$ cat src/rtl/rxd_pkg.sv
package rxd_pkg;

    localparam int REG_W  = 16;
    localparam int BYTE_W = 8;

    typedef enum logic [3:0] {
        ST_IDLE  = 4'd0,
        ST_SZ_HI = 4'd1,
        ST_SZ_LO = 4'd2,
        ST_PT_HI = 4'd3,
        ST_PT_LO = 4'd4,
        ST_FETCH = 4'd5,
        ST_OFFER = 4'd6,
        ST_WB_HI = 4'd7,
        ST_WB_LO = 4'd8,
        ST_CMD   = 4'd9,
        ST_FIN   = 4'd10
    } rxd_state_e;

    typedef struct packed {
        rxd_state_e        st;
        logic [REG_W-1:0]  cap;       // request limit after the buffer clamp
        logic [BYTE_W-1:0] hi;        // high byte of a 16-bit register read
        logic [REG_W-1:0]  cnt;       // bytes this request will move
        logic [REG_W-1:0]  ptr;       // pointer as read, unmasked
        logic [REG_W-1:0]  run_left;  // bytes left in the current address run
        logic [REG_W-1:0]  remain;    // bytes left overall
        logic [REG_W-1:0]  addr;      // next data fetch address
        logic [BYTE_W-1:0] data;      // byte being offered
        logic [REG_W-1:0]  count;     // reported result
    } rxd_regs_t;

endpackage

$ cat src/rtl/rxd_min.sv
module rxd_min #(
    parameter int W = 16
) (
    input  logic [W-1:0] a_i,
    input  logic [W-1:0] b_i,
    output logic [W-1:0] min_o
);
    always_comb begin
        min_o = (a_i < b_i) ? a_i : b_i;
    end
endmodule

$ cat src/rtl/rxd_wrap_split.sv
module rxd_wrap_split
    import rxd_pkg::*;
#(
    parameter logic [REG_W-1:0] RING_BASE = 16'h6000,
    parameter logic [REG_W-1:0] RING_MASK = 16'h07FF
) (
    input  logic [REG_W-1:0] ptr_i,
    input  logic [REG_W-1:0] cnt_i,
    output logic [REG_W-1:0] start_o,
    output logic [REG_W-1:0] first_len_o
);
    localparam logic [REG_W:0] RING_SIZE = {1'b0, RING_MASK} + 1'b1;

    logic [REG_W:0] offset;
    logic [REG_W:0] room;
    logic [REG_W:0] span;

    always_comb begin
        offset      = {1'b0, ptr_i & RING_MASK};
        room        = RING_SIZE - offset;
        span        = offset + {1'b0, cnt_i};
        start_o     = RING_BASE + offset[REG_W-1:0];
        first_len_o = (span > RING_SIZE) ? room[REG_W-1:0] : cnt_i;
    end
endmodule

$ cat src/rtl/rx_ring_drainer.sv
module rx_ring_drainer
    import rxd_pkg::*;
#(
    parameter logic [REG_W-1:0]  RING_BASE = 16'h6000,
    parameter logic [REG_W-1:0]  RING_MASK = 16'h07FF,
    parameter logic [REG_W-1:0]  BUF_LEN   = 16'd64,
    parameter logic [REG_W-1:0]  SIZE_ADDR = 16'h0426,
    parameter logic [REG_W-1:0]  PTR_ADDR  = 16'h0428,
    parameter logic [REG_W-1:0]  CMD_ADDR  = 16'h0401,
    parameter logic [BYTE_W-1:0] RECV_CODE = 8'h40
) (
    input  logic              clk,
    input  logic              rst_n,
    input  logic              start_i,
    input  logic [REG_W-1:0]  max_len_i,
    output logic              busy_o,
    output logic              done_o,
    output logic [REG_W-1:0]  count_o,
    output logic              byte_valid_o,
    output logic [BYTE_W-1:0] byte_data_o,
    input  logic              byte_ready_i,
    output logic              bus_req_o,
    output logic              bus_we_o,
    output logic [REG_W-1:0]  bus_addr_o,
    output logic [BYTE_W-1:0] bus_wdata_o,
    input  logic              bus_ack_i,
    input  logic [BYTE_W-1:0] bus_rdata_i
);
    rxd_regs_t q, d;

    logic [REG_W-1:0] reg_word;    // high byte held, low byte arriving
    logic [REG_W-1:0] cap_now;
    logic [REG_W-1:0] take_now;
    logic [REG_W-1:0] start_addr;
    logic [REG_W-1:0] first_len;
    logic [REG_W-1:0] new_ptr;
    logic [REG_W-1:0] remain_dec;

    assign reg_word   = {q.hi, bus_rdata_i};
    assign new_ptr    = q.ptr + q.cnt;
    assign remain_dec = q.remain - 1'b1;

    // requester limit clamped to the local buffer
    rxd_min #(.W(REG_W)) u_cap_clamp (
        .a_i  (max_len_i),
        .b_i  (BUF_LEN),
        .min_o(cap_now)
    );

    // clamp again to what is waiting in the ring
    rxd_min #(.W(REG_W)) u_size_clamp (
        .a_i  (q.cap),
        .b_i  (reg_word),
        .min_o(take_now)
    );

    rxd_wrap_split #(
        .RING_BASE(RING_BASE),
        .RING_MASK(RING_MASK)
    ) u_split (
        .ptr_i      (reg_word),
        .cnt_i      (q.cnt),
        .start_o    (start_addr),
        .first_len_o(first_len)
    );

    // next-state computation
    always_comb begin
        d = q;
        unique case (q.st)
            ST_IDLE: begin
                if (start_i) begin
                    d.cap = cap_now;
                    d.st  = ST_SZ_HI;
                end
            end
            ST_SZ_HI: begin
                if (bus_ack_i) begin
                    d.hi = bus_rdata_i;
                    d.st = ST_SZ_LO;
                end
            end
            ST_SZ_LO: begin
                if (bus_ack_i) begin
                    if (reg_word == '0) begin
                        d.cnt   = '0;
                        d.count = '0;
                        d.st    = ST_FIN;
                    end else begin
                        d.cnt = take_now;
                        d.st  = ST_PT_HI;
                    end
                end
            end
            ST_PT_HI: begin
                if (bus_ack_i) begin
                    d.hi = bus_rdata_i;
                    d.st = ST_PT_LO;
                end
            end
            ST_PT_LO: begin
                if (bus_ack_i) begin
                    d.ptr      = reg_word;
                    d.addr     = start_addr;
                    d.run_left = first_len;
                    d.remain   = q.cnt;
                    d.st       = (q.cnt == '0) ? ST_WB_HI : ST_FETCH;
                end
            end
            ST_FETCH: begin
                if (bus_ack_i) begin
                    d.data = bus_rdata_i;
                    d.st   = ST_OFFER;
                end
            end
            ST_OFFER: begin
                if (byte_ready_i) begin
                    d.remain = remain_dec;
                    if (remain_dec == '0) begin
                        d.st = ST_WB_HI;
                    end else if (q.run_left == 16'd1) begin
                        // first run exhausted: continue at the ring base
                        d.addr     = RING_BASE;
                        d.run_left = remain_dec;
                        d.st       = ST_FETCH;
                    end else begin
                        d.addr     = q.addr + 1'b1;
                        d.run_left = q.run_left - 1'b1;
                        d.st       = ST_FETCH;
                    end
                end
            end
            ST_WB_HI: begin
                if (bus_ack_i) d.st = ST_WB_LO;
            end
            ST_WB_LO: begin
                if (bus_ack_i) d.st = ST_CMD;
            end
            ST_CMD: begin
                if (bus_ack_i) begin
                    d.count = q.cnt;
                    d.st    = ST_FIN;
                end
            end
            ST_FIN: begin
                d.st = ST_IDLE;
            end
            default: d.st = ST_IDLE;
        endcase
    end

    always_ff @(posedge clk or negedge rst_n) begin
        if (!rst_n) q <= '0;
        else        q <= d;
    end

    // port decode from registered state
    always_comb begin
        bus_req_o   = 1'b0;
        bus_we_o    = 1'b0;
        bus_addr_o  = '0;
        bus_wdata_o = '0;
        unique case (q.st)
            ST_SZ_HI: begin bus_req_o = 1'b1; bus_addr_o = SIZE_ADDR; end
            ST_SZ_LO: begin bus_req_o = 1'b1; bus_addr_o = SIZE_ADDR + 1'b1; end
            ST_PT_HI: begin bus_req_o = 1'b1; bus_addr_o = PTR_ADDR; end
            ST_PT_LO: begin bus_req_o = 1'b1; bus_addr_o = PTR_ADDR + 1'b1; end
            ST_FETCH: begin bus_req_o = 1'b1; bus_addr_o = q.addr; end
            ST_WB_HI: begin
                bus_req_o   = 1'b1;
                bus_we_o    = 1'b1;
                bus_addr_o  = PTR_ADDR;
                bus_wdata_o = new_ptr[REG_W-1:BYTE_W];
            end
            ST_WB_LO: begin
                bus_req_o   = 1'b1;
                bus_we_o    = 1'b1;
                bus_addr_o  = PTR_ADDR + 1'b1;
                bus_wdata_o = new_ptr[BYTE_W-1:0];
            end
            ST_CMD: begin
                bus_req_o   = 1'b1;
                bus_we_o    = 1'b1;
                bus_addr_o  = CMD_ADDR;
                bus_wdata_o = RECV_CODE;
            end
            default: ;
        endcase
    end

    assign busy_o       = (q.st != ST_IDLE);
    assign done_o       = (q.st == ST_FIN);
    assign count_o      = q.count;
    assign byte_valid_o = (q.st == ST_OFFER);
    assign byte_data_o  = q.data;

endmodule

$ cat config.mk
export PLATFORM = sky130hd
export DESIGN_NAME = rx_ring_drainer
export DESIGN_NICKNAME = d
export VERILOG_FILES = /design/src/rtl/rxd_pkg.sv /design/src/rtl/rxd_min.sv /design/src/rtl/rxd_wrap_split.sv /design/src/rtl/rx_ring_drainer.sv
export SDC_FILE = /design/constraint.sdc
export NUM_CORES = 1
export LEC_CHECK = 0
export ABC_AREA = 1
export CORE_MARGIN = 2
export CORE_UTILIZATION = 55
export CTS_BUF_LIST = sky130_fd_sc_hd__clkbuf_4 sky130_fd_sc_hd__clkbuf_8 sky130_fd_sc_hd__clkbuf_16
export DETAILED_ROUTE_END_ITERATION = 16
export HOLD_SLACK_MARGIN = 0.15
export PLACE_DENSITY = 0.83
export SLEW_MARGIN = 20
export SYNTH_ARGS = -nofsm -noshare
export SYNTH_HDL_FRONTEND = slang
export SYNTH_HIERARCHICAL = 1
export SYNTH_SLANG_ARGS = --single-unit
$ cat constraint.sdc
create_clock -name clk -period 6.6 [get_ports clk]
set_input_delay 0.66 -clock clk [delete_from_list [all_inputs] [get_ports clk]]
set_output_delay 0.66 -clock clk [all_outputs]
set_load 0.05 [all_outputs]
==> out/metrics.yaml <==
antenna_found_initial: 0
grt_pass1_vias: 9927
critical_path_class: "reg2out"
cts.sinks: 132
cp.required_ps: 5940
whs_ps: 256
wl_mm: 31.9
slew_headroom: 0.376
synth_fa_ha_area_frac: 0.0748
post-route-min-period_ps: 4320
muxShareOfSynthArea: 0.0165
finalMaxSlewViolations: 0
pwr_density_cell_nw_per_um2: 563
root_buffer: "clkbuf_16"
hold_violations: 0
dr.pass1.iters: 8
num_rows: 51
drt_iter0_markers: 1037
dpl.hpwl_mm: 23.6
cts_max_path_buffers: 2
grt_pass1_wl_mm: 50.6
drc: 0
synth-xor-area-share: 0.0280
globalplace.congestion: 0.954
die_w_microns: 145
status: "complete, no violations"
path_max_fanout: 4
viasPerCell: 5.55
end_kind: "output port"
ys_warn_count: 6
grt_usage: 0.314
vias: 10600
netlist_area_sq_um: 10900
fin_util: 0.630
synth_top_cell_by_area: "dfrtp_1"
ctsHoldBuffers: 0
die_h_microns: 145
antenna_cells: 0
syn_inst: 1582
synth_compound_area_frac: 0.118
layout.cells.non_filler: 1915
pin_count: 82
yosys-top-cells-area: "dfrtp_1, nand2_1, nand3_1, ha_1, inv_1"
grt_util_met3: 0.0707
start_kind: "flop"
use_met1: 0.410
h-tree-depth: 4
synth_top_cell_area_share: 0.303
start_util: 0.560
worstRegToRegCells: 13
coreArea_sq_um: 19500
tritoncts: "done"
drv_cap: 0
dp.cells: 1883
path_clk_slew_ps: 70
p_leak_nw: 6.27
finalSetupViolCount: 0
worstSkewPairLatency_ps: 440
numCtsBuffers: 17
ir_drop_mv: 0.310
drtAntennaViolNets: 0
place.port_buffers: 81
fmax_ghz: 0.231
period_share: 0.655
cts_resized: 0
cp.arrival_ps: 3660
syn_avg_cell_area_sq_um: 6.89
ys_seq_area_frac: 0.303
clock_skew_ps: 13.4
grt_max_degree: 74
ys.flop_type: "dfrtp_1"
use_met2: 0.494
syn_to_final_growth_pct: 12.5
grt.busiest_layer: "met2"
drive_gt1_frac: 0.0958
grt.overflow.total: 0
synth_cell_types: 49
die_area_sq_um: 21000
rsz0062_at_grt: "false"
synth_edf_count: 0
route.detailed.wl_per_inst_microns: 16.7
worstMarginPinSlew_ps: 933
async_reset_ff_frac: 1.00
synth_top_family_by_area: "simple AND/OR/NAND/NOR gates"
synth-seq-cells: 132
post_cts_buffers: 0
nets: 1730
setup_tns_ps: 0
hold_class: "in2async"
yosys.area_share.simple: 0.332
registers in the layout, summed over array words and instances, names as in the netlist:
signal and count:
byte_data_o 8, count_o 16, q 108
final cells by class:
type	instances	area, sq um
flip-flops and latches	132	3300
well taps	265	332
fillers	1752	7200
clock inverters	15	201
multi-input cells	1190	6370
inverters	210	788
clock buffers	17	425
repair buffers	86	850
cell families after synthesis:
family                     Yosys count
muxes                               16
xor gates and xnor gates            34
adders and majority gates           64
buffers and inverters              297
DFF                                132
and+or+nand+nor                    808
AOI/OAI and AO/OA                  227
other                                4
cells in the final DEF (no fill, tap or decap), types with 6 or more instances in the layout:
master	count
a21oi_1	59
clkbuf_16	17
clkdlybuf4s50_1	80
conb_1	41
dfrtp_1	132
ha_1	62
inv_1	194
inv_2	16
inv_6	6
mux2_2	16
nand2_1	416
nand2_2	48
nand3_1	159
nand3b_1	6
nand4_1	13
nor2_1	112
nor2_2	8
nor3_1	15
o211ai_1	14
o21ai_0	98
o21ai_1	12
o22ai_1	18
or2_2	6
xnor2_1	8
xor2_1	25
cells in the mapped netlist, drive strengths merged (5+ instances only):
cell type  number
a21o            5
a21oi          62
buf            70
clkbuf         17
dfrtp         132
ha             62
inv           210
mux2           16
nand2         469
nand3         165
nand3b          6
nand4          13
nor2          124
nor3           20
o211ai         14
o21ai         110
o22ai          18
or2             7
xnor2           8
xor2           26
metrics by stage:
step | instance area (sq um) | worst slack, ps | total power (W)
after floorplan | 11000 | 2870 | 0.00481
after global routing | 12300 | 1850 | 0.00742
after global placement | 11600 | 2820 | 0.00567
after CTS | 12300 | 2270 | 0.00682
after detailed placement | 11600 | 2740 | 0.00576
final | 12300 | 2280 | 0.00690
report_power, final:
group | total, W | leakage, nW | switching, W | internal [W]
Sequential | 0.00170 | 1.63 | 0.000489 | 0.00121
Combinational | 0.00419 | 4.33 | 0.00282 | 0.00137
Clock | 0.00102 | 0.309 | 0.000435 | 0.000582
critical path, cell delays in order (launching register included):
cell and delay [ps]:
dfrtp_1 400, ha_1 160, inv_1 60, fa_1 360
inv_1 80, nand2_1 60, nand2_1 60, o21ai_0 120
o21ai_0 300, nand3_1 140, o21bai_1 290, nand2_1 120
nand3_1 90, nand2_1 50, o21ai_0 140, clkdlybuf4s50_1 820
final timing paths:
path	end	slack (ps)	from
hold reg to reg	q[38]	480	q[38]
min in group clk	q[38]	480	q[38]
setup reg to reg	q[66]	3310	q[129]
max in group asynchronous	q[60]	5060	rst_n
hold / removal	q[53]	260	rst_n
setup / recovery	bus_wdata_o[6]	2280	q[88]
metal layers:
metal / wire length [microns] / share of wire
met1: 13300 / 0.42
met2: 14500 / 0.45
met3: 2860 / 0.089
met4: 1340 / 0.042
met5: 0 / 0
Note: power is estimated with default switching activity, not from simulation.
